### src/rtl/hash_irq_ctrl.sv
module hash_irq_ctrl #(
  parameter int AW = 2,
  parameter int DW = 32
) (
  input  logic          clk,
  input  logic          rst_n,
  input  logic [AW-1:0] reg_addr,
  input  logic          reg_we,
  input  logic [DW-1:0] reg_wdata,
  output logic [DW-1:0] reg_rdata,
  input  logic          evt_done,
  input  logic          evt_err,
  input  logic          fifo_full,
  input  logic          fifo_empty,
  input  logic [1:0]    sponge_phase,
  input  logic          app_owned,
  input  logic          proc_issued,
  output logic [2:0]    irq
);
  localparam int NSRC = 3;
  localparam logic [AW-1:0] A_STATE = AW'(0);
  localparam logic [AW-1:0] A_EN    = AW'(1);
  localparam logic [AW-1:0] A_TEST  = AW'(2);
  localparam logic [1:0] PH_ABSORB  = 2'd1;

  logic [NSRC-1:0] pend_q, mask_q, irq_q;
  logic            armed_q;
  logic [NSRC-1:0] clr_w, tst_w;
  logic            sw_feeds, fire, absorbing;
  logic            unused_w;

  assign unused_w  = ^reg_wdata[DW-1:NSRC];
  assign clr_w     = (reg_we && reg_addr == A_STATE) ? reg_wdata[NSRC-1:0] : '0;
  assign tst_w     = (reg_we && reg_addr == A_TEST)  ? reg_wdata[NSRC-1:0] : '0;
  assign absorbing = (sponge_phase == PH_ABSORB);
  assign sw_feeds  = absorbing && !app_owned && !proc_issued;
  assign fire      = sw_feeds && armed_q && fifo_empty;

  always_ff @(posedge clk or negedge rst_n) begin
    if (!rst_n)             armed_q <= 1'b0;
    else if (!absorbing)    armed_q <= 1'b0;
    else if (fire)          armed_q <= 1'b0;
    else if (fifo_full)     armed_q <= 1'b1;
  end

  always_ff @(posedge clk or negedge rst_n) begin
    if (!rst_n) begin
      pend_q <= '0;
      mask_q <= '0;
      irq_q  <= '0;
    end else begin
      pend_q[0] <= evt_done | tst_w[0] | (pend_q[0] & ~clr_w[0]);
      pend_q[2] <= evt_err  | tst_w[2] | (pend_q[2] & ~clr_w[2]);
      pend_q[1] <= fire | tst_w[1] | (pend_q[1] & fifo_empty & sw_feeds);
      if (reg_we && reg_addr == A_EN) mask_q <= reg_wdata[NSRC-1:0];
      irq_q <= pend_q & mask_q;
    end
  end

  assign irq = irq_q;

  always_comb begin
    reg_rdata = '0;
    case (reg_addr)
      A_STATE: reg_rdata[NSRC-1:0] = pend_q;
      A_EN:    reg_rdata[NSRC-1:0] = mask_q;
      default: reg_rdata = '0;
    endcase
  end
endmodule

### config.mk
export PLATFORM = sky130hd
export DESIGN_NAME = hash_irq_ctrl
export DESIGN_NICKNAME = d
export VERILOG_FILES = /design/src/rtl/hash_irq_ctrl.sv
export SDC_FILE = /design/constraint.sdc
export NUM_CORES = 1
export LEC_CHECK = 0
export BUFFER_PORTS_ARGS = -buffer_cell sky130_fd_sc_hd__buf_2
export CORE_MARGIN = 5
export CORE_UTILIZATION = 32
export CTS_CLUSTER_DIAMETER = 120
export DETAILED_ROUTE_END_ITERATION = 12
export GPL_ROUTABILITY_DRIVEN = 0
export PLACE_DENSITY = 0.78
export SYNTH_ARGS = -nofsm -noshare
export SYNTH_HDL_FRONTEND = slang
export SYNTH_SLANG_ARGS = --single-unit
### constraint.sdc
create_clock -name clk -period 1.1 [get_ports clk]
set_clock_uncertainty 0.15 [all_clocks]
set_input_delay 0.11 -clock clk [delete_from_list [all_inputs] [get_ports clk]]
set_output_delay 0.11 -clock clk [all_outputs]
set_load 0.01 [all_outputs]
# Yosys cells after proc, flatten, opt, wreduce, memory -nomap -nowiden
# Index checks and enable logic that the tools add are counted.
dict set report totals {
  in_bits 45
  elab_cells 37
  regBits 10
  output_inout_bits 35
}
dict set report classes {
  mux 6
  n_reduce_logical 10
  n_bitwise 13
  n_eq_ne 4
}
# cell count
set ops {}
lappend ops {{logical AND 1 bit} 7}
lappend ops {{2-to-1 mux 3 bit} 2}
lappend ops {{OR 1 bit} 6}
lappend ops {{case mux 3 bit (2 select lines)} 1}
lappend ops {{bitwise AND 1 bit} 4}
lappend ops {{== test 2 x 1 -> 1 bit (second input constant)} 2}
lappend ops {{bitwise AND 3 bit} 1}
lappend ops {{2-to-1 mux 1 bit} 3}
lappend ops {{!= test 3 bit (second input constant)} 1}
lappend ops {{== test 2 bit (second input constant)} 1}
lappend ops {{zero test 1 bit} 2}
lappend ops {{zero test 2 bit} 1}
lappend ops {{inverter 1 bit} 2}

# Longest topological paths before layout
dict set report depth {
  ltp_word 7
  mapped_depth 3
  depth_no_buf 2
}

# Least setup slack after synthesis
# Ideal clock, no wire load.
dict set report synth_timing {
  kind {input port to flip-flop}
  from {input reg_addr[0]}
  to {register mask_q[0]}
  setup_ps 125
  path_stages 3
  required_ps 825
  t_arrival_ps 709
  path_buffers 1
  slack_ps 116
  path_cell_list {buf_4 nand3b_1 mux2_2}
}
dict set report synth_via {
  elab_chain_len 2
}
# item line_no
set synth_lines {}
lappend synth_lines {{from (decl)} 7} ;# input logic [AW-1:0] reg_addr,
lappend synth_lines {{== test 2 x 1 -> 1 bit} 55} ;# if (reg_we && reg_addr == A_EN) mask_q <= reg_wdata[NSRC-1:0];
lappend synth_lines {{logical AND 1 bit} 55}
lappend synth_lines {{to (signal assigned)} 55}
lappend synth_lines {{to (decl)} 26} ;# logic [NSRC-1:0] pend_q, mask_q, irq_q;
# Every way passes these cells.
# A chain may end at the register's enable or synchronous reset.

# Final worst setup path
dict set report layout_timing {
  from {register pend_q[0]}
  to {output reg_rdata[0]}
}
dict set report layout_via {
  elab_chain_len 1
}
# item line_no
set layout_lines {}
lappend layout_lines {{from (decl)} 26}
lappend layout_lines {{from (signal assigned)} 52} ;# pend_q[0] <= evt_done | tst_w[0] | (pend_q[0] & ~clr_w[0]);
lappend layout_lines {{case mux 3 bit (2 select lines)} 64} ;# case (reg_addr)
lappend layout_lines {{to (decl)} 10} ;# output logic [DW-1:0] reg_rdata,
# Every way passes these cells.

==> results.py <==
metrics = {
    "outcome": {
        "status": "finished, violations left",
        "violations": "hold timing, setup timing",
    },
    "layout": {
        "layout-drive-gt1-share_pct": 34.9,
        "regArea_um2": 250,
        "postLayoutCellArea_um2": 883,
        "finalNonFillerCells": 136,
        "area_growth_pct": 29.5,
        "antenna_cells_inserted": 0,
        "multi_input_area_um2": 323,
        "fillCellCount": 211,
        "nNetsFinal": 156,
    },
    "placed_design": {
        "placed_area_um2": 708,
        "io_buffers": 21,
        "placed_cells": 117,
        "dpl.hpwl_mm": 1.04,
    },
    "synth": {
        "synth_top_area_share_pct": 36.7,
        "synth_compound_area_share_pct": 2.39,
        "synth_edf_count": 0,
        "syn_inst": 70,
        "yosysSeqAreaShare_pct": 36.7,
        "synth-simple-area-share_pct": 15.0,
        "synth_cell_types": 13,
        "synthTopCellsByArea": "dfrtp_1, buf_4, mux2i_1",
        "synth_mux_area_share_pct": 12.3,
        "synth_xor_area_share_pct": 0,
        "syn_avg_cell_area_um2": 9.74,
        "synth_most_common_cell": "buf_4",
        "netlist_area_um2": 682,
        "synth_largest_area_cell": "dfrtp_1",
        "synth_fa_ha_area_share_pct": 0,
        "ys_top_cells_by_count": "buf_4, dfrtp_1, nor2_1, mux2i_1",
        "synth_warnings": 0,
        "synth_seq_cells": 10,
        "synth_top_family_by_area": "buffers and inverters",
        "synthFlopType": "dfrtp_1",
        "async_reset_ff_share_pct": 100,
    },
    "floorplanning": {
        "start_util_pct": 34.1,
        "die_y_um": 56.2,
        "rows": 16,
        "boundaryPins": 80,
        "die_w_um": 56.2,
        "core_region_area_mm2": 0.00200,
        "dieArea_mm2": 0.00315,
    },
    "timing": {
        "maxSlewViolCount": 0,
        "final.period_utilization_pct": 114,
        "final_hold_viol_count": 3,
        "setup_viol": 4,
        "timing.final.ws_setup_ps": -152,
        "period_needed_ps": 1250,
        "max_freq_ghz": 0.799,
        "holdWs_ps": -27.3,
        "tns_ps": -418,
        "rsz0062_at_grt": "true",
    },
    "worst_setup_path": {
        "critPathArrivalTime_ps": 990,
        "worstSetupPathType": "flip-flop to output port",
        "end_kind": "output port",
        "critPathMaxFanout": 2,
        "crit_start": "pend_q[0]",
        "r2r_start": "mask_q[2]",
        "start_kind": "flip-flop",
        "required_ps": 840,
    },
    "pwr": {
        "worst_ir_drop_vdd_mv": 0.410,
        "p_per_area_mw_per_mm2": 1090,
        "power.leakage_nw": 0.482,
        "power.total_w": 0.000966,
    },
    "grt": {
        "grt.total_usage_pct": 9.88,
        "grt_overflow": 0,
        "grt_max_degree": 11,
        "antenna_found_initial": 0,
        "grt_first_pass_wirelength_mm": 2.37,
        "grt_pass1_vias": 551,
    },
    "drt": {
        "viasPerCell": 3.92,
        "drc_errors": 0,
        "drt-pass1-iter-count": 3,
        "postRouteAntennaNets": 0,
        "wire_per_inst_um": 11.9,
        "vias": 533,
        "drt-total-wl_mm": 1.61,
        "drtIter0Drc": 10,
    },
    "clock_tree": {
        "clock_latency_ps": 260,
        "postCtsHoldBufs": 7,
        "clock_path_buffers": 2,
        "root_buffer": "clkbuf_4",
        "h-tree-depth": 1,
        "tritoncts": "yes",
        "clk_pin_slew_worst_paths_ps": 60,
        "cts_inserted_buffers": 3,
        "cts.sinks": 10,
    },
    "run": {
        "maxCapViolations": 0,
    },
    "worst_hold_path": {
        "hold_class": "primary input to flip-flop",
        "hold_start": "sponge_phase[1]",
    },
}
registers in the layout, summed over array words and instances, names as in the netlist:
name	count
armed_q	1
irq	3
mask_q	3
pend_q	3
cells in the final DEF, fill, tap and decap left out:
master	Yosys	routed
or3b_1	1	1
clkbuf_4	0	3
o31ai_1	1	1
conb_1	1	29
nor2_4	0	1
nor2_1	10	9
dlygate4sd3_1	0	7
nand4b_1	1	1
and2_1	3	3
a311oi_1	1	1
buf_6	0	1
dfrtp_1	10	10
buf_2	0	21
buf_4	30	9
mux2i_1	5	5
mux2_4	0	1
nand2b_1	1	1
nand3b_1	3	3
mux2_2	3	2
cell families (layout without fill, tap and decap cells):
kind of cell,count (synthesis),count (layout)
buffers and inverters,30,41
and+or+nand+nor,19,19
DFF,10,10
muxes,8,8
AOI/OAI and AO/OA,2,2
other,1,29
worst max-delay path, cell delays in order, from the launching register on:
cell and delay [ps]:
dfrtp_1 390, mux2i_1 150, nor2_1 50, buf_2 130
worst paths after layout:
| path | endpoint | slack [ps] | cells past startpoint |
|---|---|---|---|
| min reg2reg | armed_q | 340 | 1 |
| max | reg_rdata[0] | -150 | 3 |
| max reg2reg | mask_q[2] | -30 | 3 |
| min | armed_q | -30 | 3 |
| max in group asynchronous | mask_q[0] | 510 | 2 |
| min in group asynchronous | irq[1] | 90 | 2 |
power by group:
group,switching [W],internal [W]
registers,0.0000177,0.000409
clock network,0.000116,0.000126
logic,0.000149,0.000148
layer usage:
metal / vias to the layer above / global-route usage, % / routed length, µm
met5: - / 0 / 0
met4: 0 / 8.47 / 38
met3: 4 / 3.94 / 185
met2: 36 / 17.4 / 879
met1: 243 / 8.54 / 510
li1: 250 / - / -
cell type report:
| cell class | instances | area share (%) |
|---|---|---|
| repair buffers | 38 | 28.8 |
| flip-flops and latches | 10 | 28.3 |
| clock buffers | 3 | 2.55 |
| well taps | 27 | 3.82 |
| multi-input cells | 58 | 36.5 |
through the flow:
| step | worst slack [ps] | utilization, % |
|---|---|---|
| after detailed placement | 29.5 | 35.4 |
| after global placement | 50.0 | 35.4 |
| final | -152 | 44.1 |
| after floorplan | 116 | - |
| after CTS | -136 | 41.9 |
| after global routing | -211 | 44.1 |
repair_timing:
action | in CTS | in global routing
pin swaps | 0 | 1
endpoints found under the setup margin | 3 | 3
gates resized for setup | 0 | 4
endpoints found under the hold margin | 16 | 1
setup buffers | 5 | 4
(Power assumes the default switching activity.)
